File: src/rtl/can_txmb_pkg.sv
// Shared types and the arbitration key used by the mailbox scheduler.
package can_txmb_pkg;

    localparam int unsigned WORD_W = 32;
    localparam int unsigned DLC_W  = 4;
    localparam int unsigned KEY_W  = 31;

    typedef struct packed {
        logic [WORD_W-1:0] id;
        logic [DLC_W-1:0]  dlc;
        logic [WORD_W-1:0] d0;
        logic [WORD_W-1:0] d1;
    } txmb_frame_t;

    // Key: base id, format flag, extension (extended only), remote flag; lower wins.
    function automatic logic [KEY_W-1:0] arb_key(input logic [WORD_W-1:0] w);
        return {w[31:21], w[2], w[20:3] & {18{w[2]}}, w[1]};
    endfunction

endpackage

File: src/rtl/txmb_lowest.sv
// Finds the lowest set bit of a mask.
// Assumes N fits in IW bits; idx is 0 when the mask is empty.
module txmb_lowest #(
    parameter int unsigned N  = 3,
    parameter int unsigned IW = 2
) (
    input  logic [N-1:0]  mask,
    output logic [IW-1:0] idx,
    output logic          none
);
    // Scan from the top so the lowest set bit is assigned last.
    always_comb begin
        idx  = '0;
        none = 1'b1;
        for (int i = N - 1; i >= 0; i--) begin
            if (mask[i]) begin
                idx  = IW'(i);
                none = 1'b0;
            end
        end
    end
endmodule

File: src/rtl/txmb_pick.sv
// Chooses the next mailbox among candidates by key or by age.
// Assumes the age matrix is consistent; older[i*N+j] means i was submitted before j.
module txmb_pick #(
    parameter int unsigned N  = 3,
    parameter int unsigned IW = 2,
    parameter int unsigned KW = 31
) (
    input  logic [N-1:0]    cand,
    input  logic [N*KW-1:0] keys,
    input  logic [N*N-1:0]  older,
    input  logic            fifo_mode,
    output logic [IW-1:0]   win,
    output logic            any
);
    logic [N-1:0] beats;
    logic         no_win;

    // A candidate survives if it beats every other candidate.
    always_comb begin
        for (int i = 0; i < N; i++) begin
            beats[i] = cand[i];
            for (int j = 0; j < N; j++) begin
                if (j != i && cand[j]) begin
                    if (fifo_mode) begin
                        if (!older[i*N+j]) beats[i] = 1'b0;
                    end else if ((keys[i*KW +: KW] > keys[j*KW +: KW]) ||
                                 ((keys[i*KW +: KW] == keys[j*KW +: KW]) && (j < i))) begin
                        beats[i] = 1'b0;
                    end
                end
            end
        end
    end

    txmb_lowest #(.N(N), .IW(IW)) u_enc (.mask(beats), .idx(win), .none(no_win));

    assign any = ~no_win;
endmodule

File: src/rtl/txmb_slot.sv
// One transmit mailbox: frame storage and its empty/finished/no-error flags.
// Assumes wr only arrives while empty and attempt results only while in flight.
module txmb_slot
    import can_txmb_pkg::*;
(
    input  logic        clk,
    input  logic        rst_n,
    input  logic        wr,
    input  txmb_frame_t wr_frame,
    input  logic        inflight,
    input  logic        att_ok,
    input  logic        att_bad,
    input  logic        no_retx,
    input  logic        stop,
    input  logic        clr,
    output txmb_frame_t frame,
    output logic        pend,
    output logic        empty,
    output logic        fin,
    output logic        ok
);
    logic stop_pend;

    // Flag and storage update; a finish event overrides a same-cycle clear.
    always_ff @(posedge clk) begin
        if (!rst_n) begin
            frame     <= '0;
            pend      <= 1'b0;
            empty     <= 1'b1;
            fin       <= 1'b0;
            ok        <= 1'b0;
            stop_pend <= 1'b0;
        end else begin
            if (clr) begin
                fin <= 1'b0;
                ok  <= 1'b0;
            end
            if (wr) begin
                frame       <= wr_frame;
                frame.id[0] <= 1'b1;
                pend        <= 1'b1;
                empty       <= 1'b0;
                fin         <= 1'b0;
                ok          <= 1'b0;
                stop_pend   <= 1'b0;
            end else if (pend && att_ok) begin
                frame.id[0] <= 1'b0;
                pend        <= 1'b0;
                empty       <= 1'b1;
                fin         <= 1'b1;
                ok          <= 1'b1;
                stop_pend   <= 1'b0;
            end else if (pend && ((att_bad && (no_retx || stop_pend || stop)) ||
                                  (stop && !inflight))) begin
                frame.id[0] <= 1'b0;
                pend        <= 1'b0;
                empty       <= 1'b1;
                fin         <= 1'b1;
                ok          <= 1'b0;
                stop_pend   <= 1'b0;
            end else if (pend && stop && inflight) begin
                stop_pend <= 1'b1;
            end
        end
    end
endmodule

File: src/rtl/can_txmb_sched.sv
// Three-mailbox CAN transmit scheduler with allocation, ordering and abort.
// Assumes the transmitter answers each start with exactly one result pulse.
module can_txmb_sched
    import can_txmb_pkg::*;
#(
    parameter int unsigned N_MB = 3
) (
    input  logic                    clk,
    input  logic                    rst_n,
    input  logic                    sub_valid,
    input  logic [WORD_W-1:0]       sub_id,
    input  logic [DLC_W-1:0]        sub_dlc,
    input  logic [WORD_W-1:0]       sub_data0,
    input  logic [WORD_W-1:0]       sub_data1,
    output logic [$clog2(N_MB)-1:0] sub_slot,
    output logic                    sub_none,
    input  logic                    cfg_fifo_order,
    input  logic                    cfg_no_retx,
    input  logic                    cfg_ttm,
    input  logic                    irq_en,
    input  logic [N_MB-1:0]         stop_req,
    input  logic [N_MB-1:0]         clr_fin,
    input  logic                    tx_ready,
    output logic                    tx_start,
    output logic [$clog2(N_MB)-1:0] tx_slot,
    output logic [WORD_W-1:0]       tx_id,
    output logic [DLC_W-1:0]        tx_dlc,
    output logic [WORD_W-1:0]       tx_data0,
    output logic [WORD_W-1:0]       tx_data1,
    input  logic                    tx_done,
    input  logic                    tx_lost,
    input  logic                    tx_err,
    output logic [N_MB-1:0]         mb_empty,
    output logic [N_MB-1:0]         mb_fin,
    output logic [N_MB-1:0]         mb_ok,
    output logic [N_MB-1:0]         mb_tse,
    output logic                    irq
);
    localparam int unsigned IDX_W = $clog2(N_MB);

    txmb_frame_t            frames [N_MB];
    txmb_frame_t            in_frame;
    logic [N_MB-1:0]        pend;
    logic [N_MB-1:0]        cand;
    logic [N_MB*KEY_W-1:0]  keys;
    logic [N_MB*N_MB-1:0]   older;
    logic [IDX_W-1:0]       win;
    logic                   any_cand;
    logic                   busy;
    logic [IDX_W-1:0]       cur;
    logic                   launch;
    logic                   start_q;
    logic [N_MB-1:0]        tse_q;

    assign in_frame = '{id: sub_id, dlc: sub_dlc, d0: sub_data0, d1: sub_data1};

    txmb_lowest #(.N(N_MB), .IW(IDX_W)) u_alloc (
        .mask(mb_empty), .idx(sub_slot), .none(sub_none)
    );

    for (genvar g = 0; g < N_MB; g++) begin : g_mb
        logic here;
        assign here = busy && (cur == IDX_W'(g));
        txmb_slot u_slot (
            .clk      (clk),
            .rst_n    (rst_n),
            .wr       (sub_valid && !sub_none && (sub_slot == IDX_W'(g))),
            .wr_frame (in_frame),
            .inflight (here),
            .att_ok   (here && tx_done),
            .att_bad  (here && !tx_done && (tx_lost || tx_err)),
            .no_retx  (cfg_no_retx),
            .stop     (stop_req[g]),
            .clr      (clr_fin[g]),
            .frame    (frames[g]),
            .pend     (pend[g]),
            .empty    (mb_empty[g]),
            .fin      (mb_fin[g]),
            .ok       (mb_ok[g])
        );
        assign keys[g*KEY_W +: KEY_W] = arb_key(frames[g].id);
    end

    // A mailbox being stopped this cycle is not eligible for launch.
    assign cand = pend & ~stop_req;

    txmb_pick #(.N(N_MB), .IW(IDX_W), .KW(KEY_W)) u_pick (
        .cand(cand), .keys(keys), .older(older), .fifo_mode(cfg_fifo_order),
        .win(win), .any(any_cand)
    );

    assign launch = !busy && tx_ready && any_cand;

    // Attempt tracking: one frame in flight until the transmitter answers.
    always_ff @(posedge clk) begin
        if (!rst_n) begin
            busy    <= 1'b0;
            cur     <= '0;
            start_q <= 1'b0;
        end else begin
            start_q <= launch;
            if (launch) begin
                busy <= 1'b1;
                cur  <= win;
            end else if (busy && (tx_done || tx_lost || tx_err)) begin
                busy <= 1'b0;
            end
        end
    end

    // Age matrix: a newly written mailbox becomes younger than all others.
    always_ff @(posedge clk) begin
        if (!rst_n) begin
            older <= '0;
        end else begin
            for (int i = 0; i < N_MB; i++) begin
                if (sub_valid && !sub_none && (sub_slot == IDX_W'(i))) begin
                    for (int j = 0; j < N_MB; j++) begin
                        if (j != i) begin
                            older[i*N_MB+j] <= 1'b0;
                            older[j*N_MB+i] <= 1'b1;
                        end
                    end
                end
            end
        end
    end

    // Time-stamp enables track the time-triggered mode bit.
    always_ff @(posedge clk) begin
        if (!rst_n) tse_q <= '0;
        else        tse_q <= {N_MB{cfg_ttm}};
    end

    assign tx_start = start_q;
    assign tx_slot  = cur;
    assign tx_id    = frames[cur].id;
    assign tx_dlc   = frames[cur].dlc;
    assign tx_data0 = frames[cur].d0;
    assign tx_data1 = frames[cur].d1;
    assign mb_tse   = tse_q;
    assign irq      = irq_en && (|mb_fin);
endmodule

File: config.mk
export PLATFORM = sky130hd
export DESIGN_NAME = can_txmb_sched
export DESIGN_NICKNAME = d
export VERILOG_FILES = /design/src/rtl/can_txmb_pkg.sv /design/src/rtl/txmb_lowest.sv /design/src/rtl/txmb_pick.sv /design/src/rtl/txmb_slot.sv /design/src/rtl/can_txmb_sched.sv
export SDC_FILE = /design/constraint.sdc
export NUM_CORES = 1
export LEC_CHECK = 0
export ABC_AREA = 1
export CAP_MARGIN = 25
export CORE_MARGIN = 4
export CORE_UTILIZATION = 35
export DETAILED_ROUTE_END_ITERATION = 8
export DONT_BUFFER_PORTS = 1
export PLACE_DENSITY_LB_ADDON = 0.2
export SLEW_MARGIN = 20
export SYNTH_ARGS = -nofsm -noshare
export SYNTH_HDL_FRONTEND = slang
export SYNTH_SLANG_ARGS = --single-unit
File: constraint.sdc
create_clock -name clk -period 2.8 [get_ports clk]
set_input_delay 0.14 -clock clk [delete_from_list [all_inputs] [get_ports clk]]
set_output_delay 0.14 -clock clk [all_outputs]
set_load 0.02 [all_outputs]
==> key figures, run 1 <==
Run status
  • Status: complete, no violations

Global route
  • GRT overflow: 0
  • First-pass GRT wire length: 77000 um
  • Total Routing Usage GR: 20.3%
  • Initial antenna violation count: 4
  • Vias in the first global route: 14.0k
  • Pin count of the biggest net entering global routing: 127

Floorplanning
  • Top-Level Pins: 236
  • Die ar.: 46500 um2
  • Initial Utilization: 35.7%
  • Die width: 216 um
  • Die height: 216 um
  • Row count: 75
  • Core area: 42200 um2

Logic synthesis
  • Average size of a mapped cell: 7.47 um2
  • Most area-consuming cells after synthesis: dfxtp_1 43%, inv_1 9.7%, nand2_1 9.0%, ha_1 6.6%, o21ai_0 6.5%
  • Synth top cells by count: 391 x inv_1, 360 x nand2_1, 323 x dfxtp_1
  • Post-synthesis cell type count: 40
  • Yosys top cell by area: dfxtp_1
  • Synthesized area: 15100 um2
  • Sequential area share after synthesis: 42.9%
  • Syn. warnings: 0
  • Asr flop ratio synth: 0%
  • Post-synth EDFFs: 0
  • Syn Inst Count: 2018
  • Yosys reg bits: 323
  • Post-Syn Nets: 2214
  • Share of the synthesized area in the top cell type: 42.9%
  • Top FF cell, synth: dfxtp_1
  • Top-count cell post-synth: inv_1

Min path
  • Hold Crit Class: primary input to flop
  • Worst min-delay path startpoint: rst_n

Critical path
  • Required time at the worst-slack endpoint: 2660 ps
  • Worst setup path startpoint: tx_slot[0]$_SDFFE_PN0P_
  • Worst Path Class, Setup: flop to primary output
  • Reg2reg start: tx_slot[0]$_SDFFE_PN0P_
  • CP Cell Sequence: nand2_4 -> buf_12 -> o221ai_1
  • CP Max Fanout: 56
  • CP Launch Type: flop
  • Slowest-stage cell, CP: o221ai_1
  • Family with the most delay on the worst path: compound AO/OA/AOI/OAI gates
  • CP max stage delay: 670 ps
  • Critical Path AT: 2500 ps
  • Worst Path Buf+Inv: 1
  • Crit end category: primary output

STA
  • Relative slew slack: 41.6%
  • Hold_ws: 65.5 ps
  • Setup TNS: 0 ps
  • Clock skew: 19.8 ps
  • RSZ-0062 raised after global routing: no
  • Worst-margin pin slew: 875 ps
  • Final hold vios: 0
  • Max-slew violation count: 0
  • Final period util: 94.4%
  • Endpoints failing setup: 0
  • Min setup slack post-route: 156 ps
  • Final period demand of the worst path: 2640 ps
  • F_max: 0.378 GHz

Routing
  • TritonRoute pass-1 iters: 5
  • Drt drc: 0
  • Routed WL per cell: 17.9 um
  • Vias/cell: 5.15
  • Via count: 13.9k
  • Starting DRC count in detailed routing: 818
  • Routed WL: 48400 um
  • Final ANT Viol Nets: 0

Clocking
  • Num CTS Buffers: 38
  • CTS tree: built
  • Clock buffer depth: 3
  • CTS root buf: clkbuf_16
  • Worst-Skew Late Latency: 570 ps
  • Reg clk slew, reported paths: 60 ps
  • H-tree levels: 2
  • Clock Sinks: 323

Pwr
  • Leakage power: 8.00 nW
  • Pwr/cell area: 638 nW/um2
  • VDD IR max: 489 uV
  • Tot Pwr: 11.8 mW

Placed design
  • Post-DP HPWL: 30500 um
  • Input/output buffers: 0
  • Area after DPL: 16000 um2
  • Final GP Congestion: 0.902
  • Dpl ws: 315 ps

Finish
  • Final non-filler cell area: 18500 um2
  • Share of cells above drive strength 1: 8.21%
  • Fillcell total: 4232
  • # nets final: 2324
  • Area grow syn2layout: 22.5%

Run
  • Max cap viols: 0
[final cells by class]
type | instances | area [um2] | share of cell area (%)
timing repair buffer | 197 | 1910 | 10.4
multi-input combinational | 1169 | 6610 | 35.8
inverter | 399 | 1500 | 8.12
sequential | 323 | 6470 | 35.0
tap | 539 | 674 | 3.65
clock buffer | 56 | 1120 | 6.06
clock inverter | 11 | 179 | 0.969
antenna | 2 | 5.00 | 0.0271
[tightest hold or removal path: cells and delay by family]
kind | cells | cell delay (ps)
buffers and inverters | 1 | 250
and+or+nand+nor | 2 | 190
[routing by layer]
| metal | global-route usage, % | up-vias | part of all wire (%) |
|---|---|---|---|
| li1 | - | 6907 | - |
| met1 | 25.6 | 6500 | 44 |
| met2 | 33.9 | 390 | 46 |
| met3 | 5.37 | 85 | 7.3 |
| met4 | 6.38 | 4 | 2.4 |
| met5 | 0 | - | 0.045 |
[report_power, final]
part	total [mW]	leakage [nW]	switching, mW	internal (mW)
registers	4.97	2.64	0.133	4.84
logic	1.74	4.73	1.12	0.620
clock network	5.08	0.627	2.08	2.99
total	11.8	8.00	3.34	8.45
[layout by cell type, fill, tap and decap left out, types with 70 or more instances in the layout]
cell type and n:
inv_1 389, nand2_1 357, dfxtp_1 322, o21ai_0 196, a21oi_1 142, o22ai_1 116
dlygate4sd3_1 116, o221ai_1 98, ha_1 79, buf_4 70
[registers in the layout, summed over array words and instances (netlist names), 2 cells and up]
name                   cells
g_mb.u_slot.empty          3
g_mb.u_slot.fin            3
g_mb.u_slot.frame        299
g_mb.u_slot.ok             3
g_mb.u_slot.stop_pend      3
older                      6
tx_slot                    2
[final timing paths]
check / depth (start not counted) / slack (ps) / end
max: 3 / 160 / tx_id[3]
min: 3 / 70 / g_mb[2].u_slot.ok$_SDFFE_PP0P_
max reg2reg: 8 / 300 / g_mb[2].u_slot.ok$_SDFFE_PP0P_
min reg2reg: 2 / 450 / older[2]$_SDFFE_PN0P_
[cells by family (layout without fill, tap and decap cells)]
| logic type | Yosys count | after routing | synth area share, % |
|---|---|---|---|
| buf+inv | 526 | 663 | 13.6 |
| compound gates | 586 | 586 | 23.4 |
| fa+ha+maj | 79 | 79 | 6.56 |
| simple gates | 504 | 504 | 13.6 |
| other cells | 0 | 2 | 0 |
| flops | 323 | 323 | 42.9 |
[what timing repair did]
item | in CTS | in global routing
buffers inserted | 0 | 0
hold endpoints to repair | 320 | 0
hold buffers | 117 | 0
setup endpoints to repair | 0 | 1
resized for setup | 0 | 1
[metrics by stage]
| step | std cells | util (%) |
|---|---|---|
| after global placement | 2510 | 37.8 |
| after floorplan | 2018 | - |
| after detailed placement | 2510 | 37.8 |
| final | 2696 | 43.7 |
| after CTS | 2694 | 43.7 |
| after global routing | 2696 | 43.7 |
(Power assumes the default switching activity.)
==> run 2: changes to the inputs <==
--- a/config.mk
+++ b/config.mk
@@ -7,10 +7,13 @@
 export LEC_CHECK = 0
 export ABC_AREA = 1
 export CAP_MARGIN = 25
+export CELL_PAD_IN_SITES_DETAIL_PLACEMENT = 1
+export CELL_PAD_IN_SITES_GLOBAL_PLACEMENT = 1
 export CORE_MARGIN = 4
 export CORE_UTILIZATION = 35
 export DETAILED_ROUTE_END_ITERATION = 8
 export DONT_BUFFER_PORTS = 1
+export MAX_ROUTING_LAYER = met4
 export PLACE_DENSITY_LB_ADDON = 0.2
 export SLEW_MARGIN = 20
 export SYNTH_ARGS = -nofsm -noshare
==> run 2 against run 1 <==
Final cell count up 1.7%. Non-clock buffer count rose by 43. Combinational power rose by 9%. Sequential share of layout area fell by 0.81 points. Setup slack got worse by 20 ps. Critical path type unchanged. Register-to-register slack hardly changed. Via count up 3.7%. Critical path depth grew 2. Routed wire length up 9.6%. Sequential power about the same. Sequential cell count unchanged. Cell area increased by 2.4%.
==> key figures, run 2 (same netlist as run 1, synthesis figures left out) <==
Placed design
  • Area after DPL: 16400 um2 (+2.4%)
  • Dpl ws: 197 ps (-119 ps)
  • Post-DP HPWL: 34100 um (+12%)
  • # placed instances: 2556 (+1.8%)
  • Input/output buffers: 0 (unchanged)
  • Final GP Congestion: 0.837 (-7.2%)

Clocking
  • Worst-Skew Late Latency: 560 ps (about the same)
  • CTS tree: built
  • Post-CTS setup buffers: 0 (unchanged)
  • Clock buffer depth: 3 (unchanged)
  • Reg clk slew, reported paths: 60 ps (about the same)
  • Num CTS Buffers: 39 (+2.6%)
  • CTS root buf: clkbuf_16
  • Clock Sinks: 323 (unchanged)
  • H-tree levels: 2 (unchanged)

Routing
  • Drt drc: 0 (unchanged)
  • Starting DRC count in detailed routing: 721 (-12%)
  • Final ANT Viol Nets: 0 (unchanged)
  • Vias/cell: 5.25 (+1.9%)
  • Via count: 14.4k (+3.7%)
  • Routed WL per cell: 19.3 um (+7.7%)
  • TritonRoute pass-1 iters: 4 (-1)
  • Routed WL: 53000 um (+9.6%)

Critical path
  • Most used cell, CP: buf_4
  • Required time at the worst-slack endpoint: 2660 ps (about the same)
  • R2R Setup Slk: 300 ps (about the same)
  • CP Launch Type: flop
  • CP Max Fanout: 21 (-63%)
  • Crit end category: primary output
  • CP Cell Sequence: inv_1 -> nand2_4 -> buf_4 -> o221ai_1 -> buf_4
  • CP max stage delay: 510 ps (-160 ps)
  • Critical Path AT: 2520 ps (+20 ps)
  • Worst Path Class, Setup: flop to primary output
  • FF-to-FF path depth: 17 (+9)
  • Reg2reg start: g_mb[2].u_slot.frame[70]$_SDFFE_PN0P_
  • Slowest-stage cell, CP: dfxtp_1
  • R2r endpoint: busy$_SDFFE_PN0P_

Min path
  • Worst min-delay path startpoint: rst_n
  • Hold Crit Endpoint: g_mb[0].u_slot.empty$_SDFFE_PN1P_
  • Hold Crit Class: primary input to flop
  • Hold path depth: 2 (-1)

Finish
  • Share of cells above drive strength 1: 10.6% (+2.4 points)
  • Fin util: 44.8% (+1.0 points)
  • Final non-filler cell area: 18900 um2 (+2.4%)
  • # nets final: 2368 (+1.9%)
  • Biggest register: g_mb.u_slot.frame
  • Area grow syn2layout: 25.4%
  • Commonest non-fill, non-tap cell in the layout: inv_1
  • Largest register FFs: 299 (unchanged)
  • Final std cells w/o fill: 2743 (+1.7%)
  • Commonest cells after routing, fill and taps aside: 389 x inv_1, 356 x nand2_1, 321 x dfxtp_1
  • Top flop regs: g_mb.u_slot.frame (299), older (6)

Pwr
  • Leakage power: 8.30 nW (+3.8%)
  • VDD IR max: 375 uV (-23%)
  • Tot Pwr: 12.3 mW (+4.0%)
  • Pwr/cell area: 648 nW/um2 (+1.5%)

Global route
  • Initial antenna violation count: 1 (-3)
  • GRT overflow: 0 (unchanged)
  • First-pass GRT wire length: 84100 um (+9.1%)
  • Vias in the first global route: 15.4k (+9.9%)
  • Pin count of the biggest net entering global routing: 125 (-1.6%)
  • Total Routing Usage GR: 22.8% (+2.6 points)

Floorplanning
  • Die height: 216 um (unchanged)
  • Initial Utilization: 35.7% (unchanged)
  • Die ar.: 46500 um2 (unchanged)
  • Core area: 42200 um2 (unchanged)
  • Top-Level Pins: 236 (unchanged)
  • Die width: 216 um (unchanged)
  • Row count: 75 (unchanged)

STA
  • Max-slew violation count: 0 (unchanged)
  • Final hold vios: 0 (unchanged)
  • Setup TNS: 0 ps (unchanged)
  • Final period demand of the worst path: 2660 ps (+19.9 ps)
  • Clock skew: 10.5 ps (-9.30 ps)
  • Min setup slack post-route: 136 ps (-19.9 ps)
  • F_max: 0.375 GHz (-0.75%)
  • Final period util: 95.1% (+0.71 points)
  • Hold_ws: 22.2 ps (-43.3 ps)
  • Worst-margin pin slew: 702 ps (-173 ps)
  • Relative slew slack: 52.8% (+11 points)
  • RSZ-0062 raised after global routing: no
  • Endpoints failing setup: 0 (unchanged)

Run status
  • Status: complete, no violations

Run
  • Max cap viols: 0 (unchanged)
## run 2: how the worst max path moves through the flow
| stage | from | to |
|---|---|---|
| 2_1_floorplan | g_mb[1].u_slot.frame[70]$_SDFFE_PN0P_ | busy$_SDFFE_PN0P_ |
| 3_3_place_gp | g_mb[2].u_slot.frame[70]$_SDFFE_PN0P_ | busy$_SDFFE_PN0P_ |
| 3_5_place_dp | g_mb[2].u_slot.frame[70]$_SDFFE_PN0P_ | busy$_SDFFE_PN0P_ |
| 4_1_cts | tx_slot[1]$_SDFFE_PN0P_ | tx_id[4] |
| 5_1_grt | g_mb[0].u_slot.frame[70]$_SDFFE_PN0P_ | busy$_SDFFE_PN0P_ |
| 6_report | tx_slot[1]$_SDFFE_PN0P_ | tx_id[1] |
## run 2: timing repair
item                                    4_1_cts  5_1_grt
resized for setup                             0        6
endpoints found under the setup margin        0        3
hold endpoints to repair                    321        0
hold buffers                                114        0
## run 2: per-layer routing
layer | track usage [%] | routed length (um) | vias to the layer above
met5 | - | 0 | -
met4 | 6.36 | 1240 | 0
met3 | 4.18 | 2370 | 77
met2 | 39.1 | 25600 | 261
met1 | 27.8 | 23800 | 7064
li1 | - | - | 6995
## run 2: layout make-up
| class | instances | area [um2] |
|---|---|---|
| Multi-Input combinational cell | 1169 | 6630 |
| Fill cell | 5127 | 23300 |
| Timing Repair Buffer | 240 | 2270 |
| Tap cell | 539 | 674 |
| Antenna cell | 1 | 2.50 |
| Clock inverter | 16 | 218 |
| Sequential cell | 323 | 6470 |
| Inverter | 399 | 1500 |
| Clock buffer | 56 | 1150 |
## run 2: critical path, delay by kind of cell, from the launching register on
kind | cells | cell delay, ps
DFF | 1 | 510
buffers and inverters | 3 | 830
AOI/OAI and AO/OA | 1 | 290
and+or+nand+nor | 1 | 320
## run 2: power by group
part | total, mW | internal [mW] | leakage, nW | switching, mW
clock network | 5.39 | 3.26 | 0.683 | 2.13
registers | 4.98 | 4.84 | 2.64 | 0.137
logic | 1.89 | 0.706 | 4.98 | 1.18
total | 12.3 | 8.80 | 8.30 | 3.45
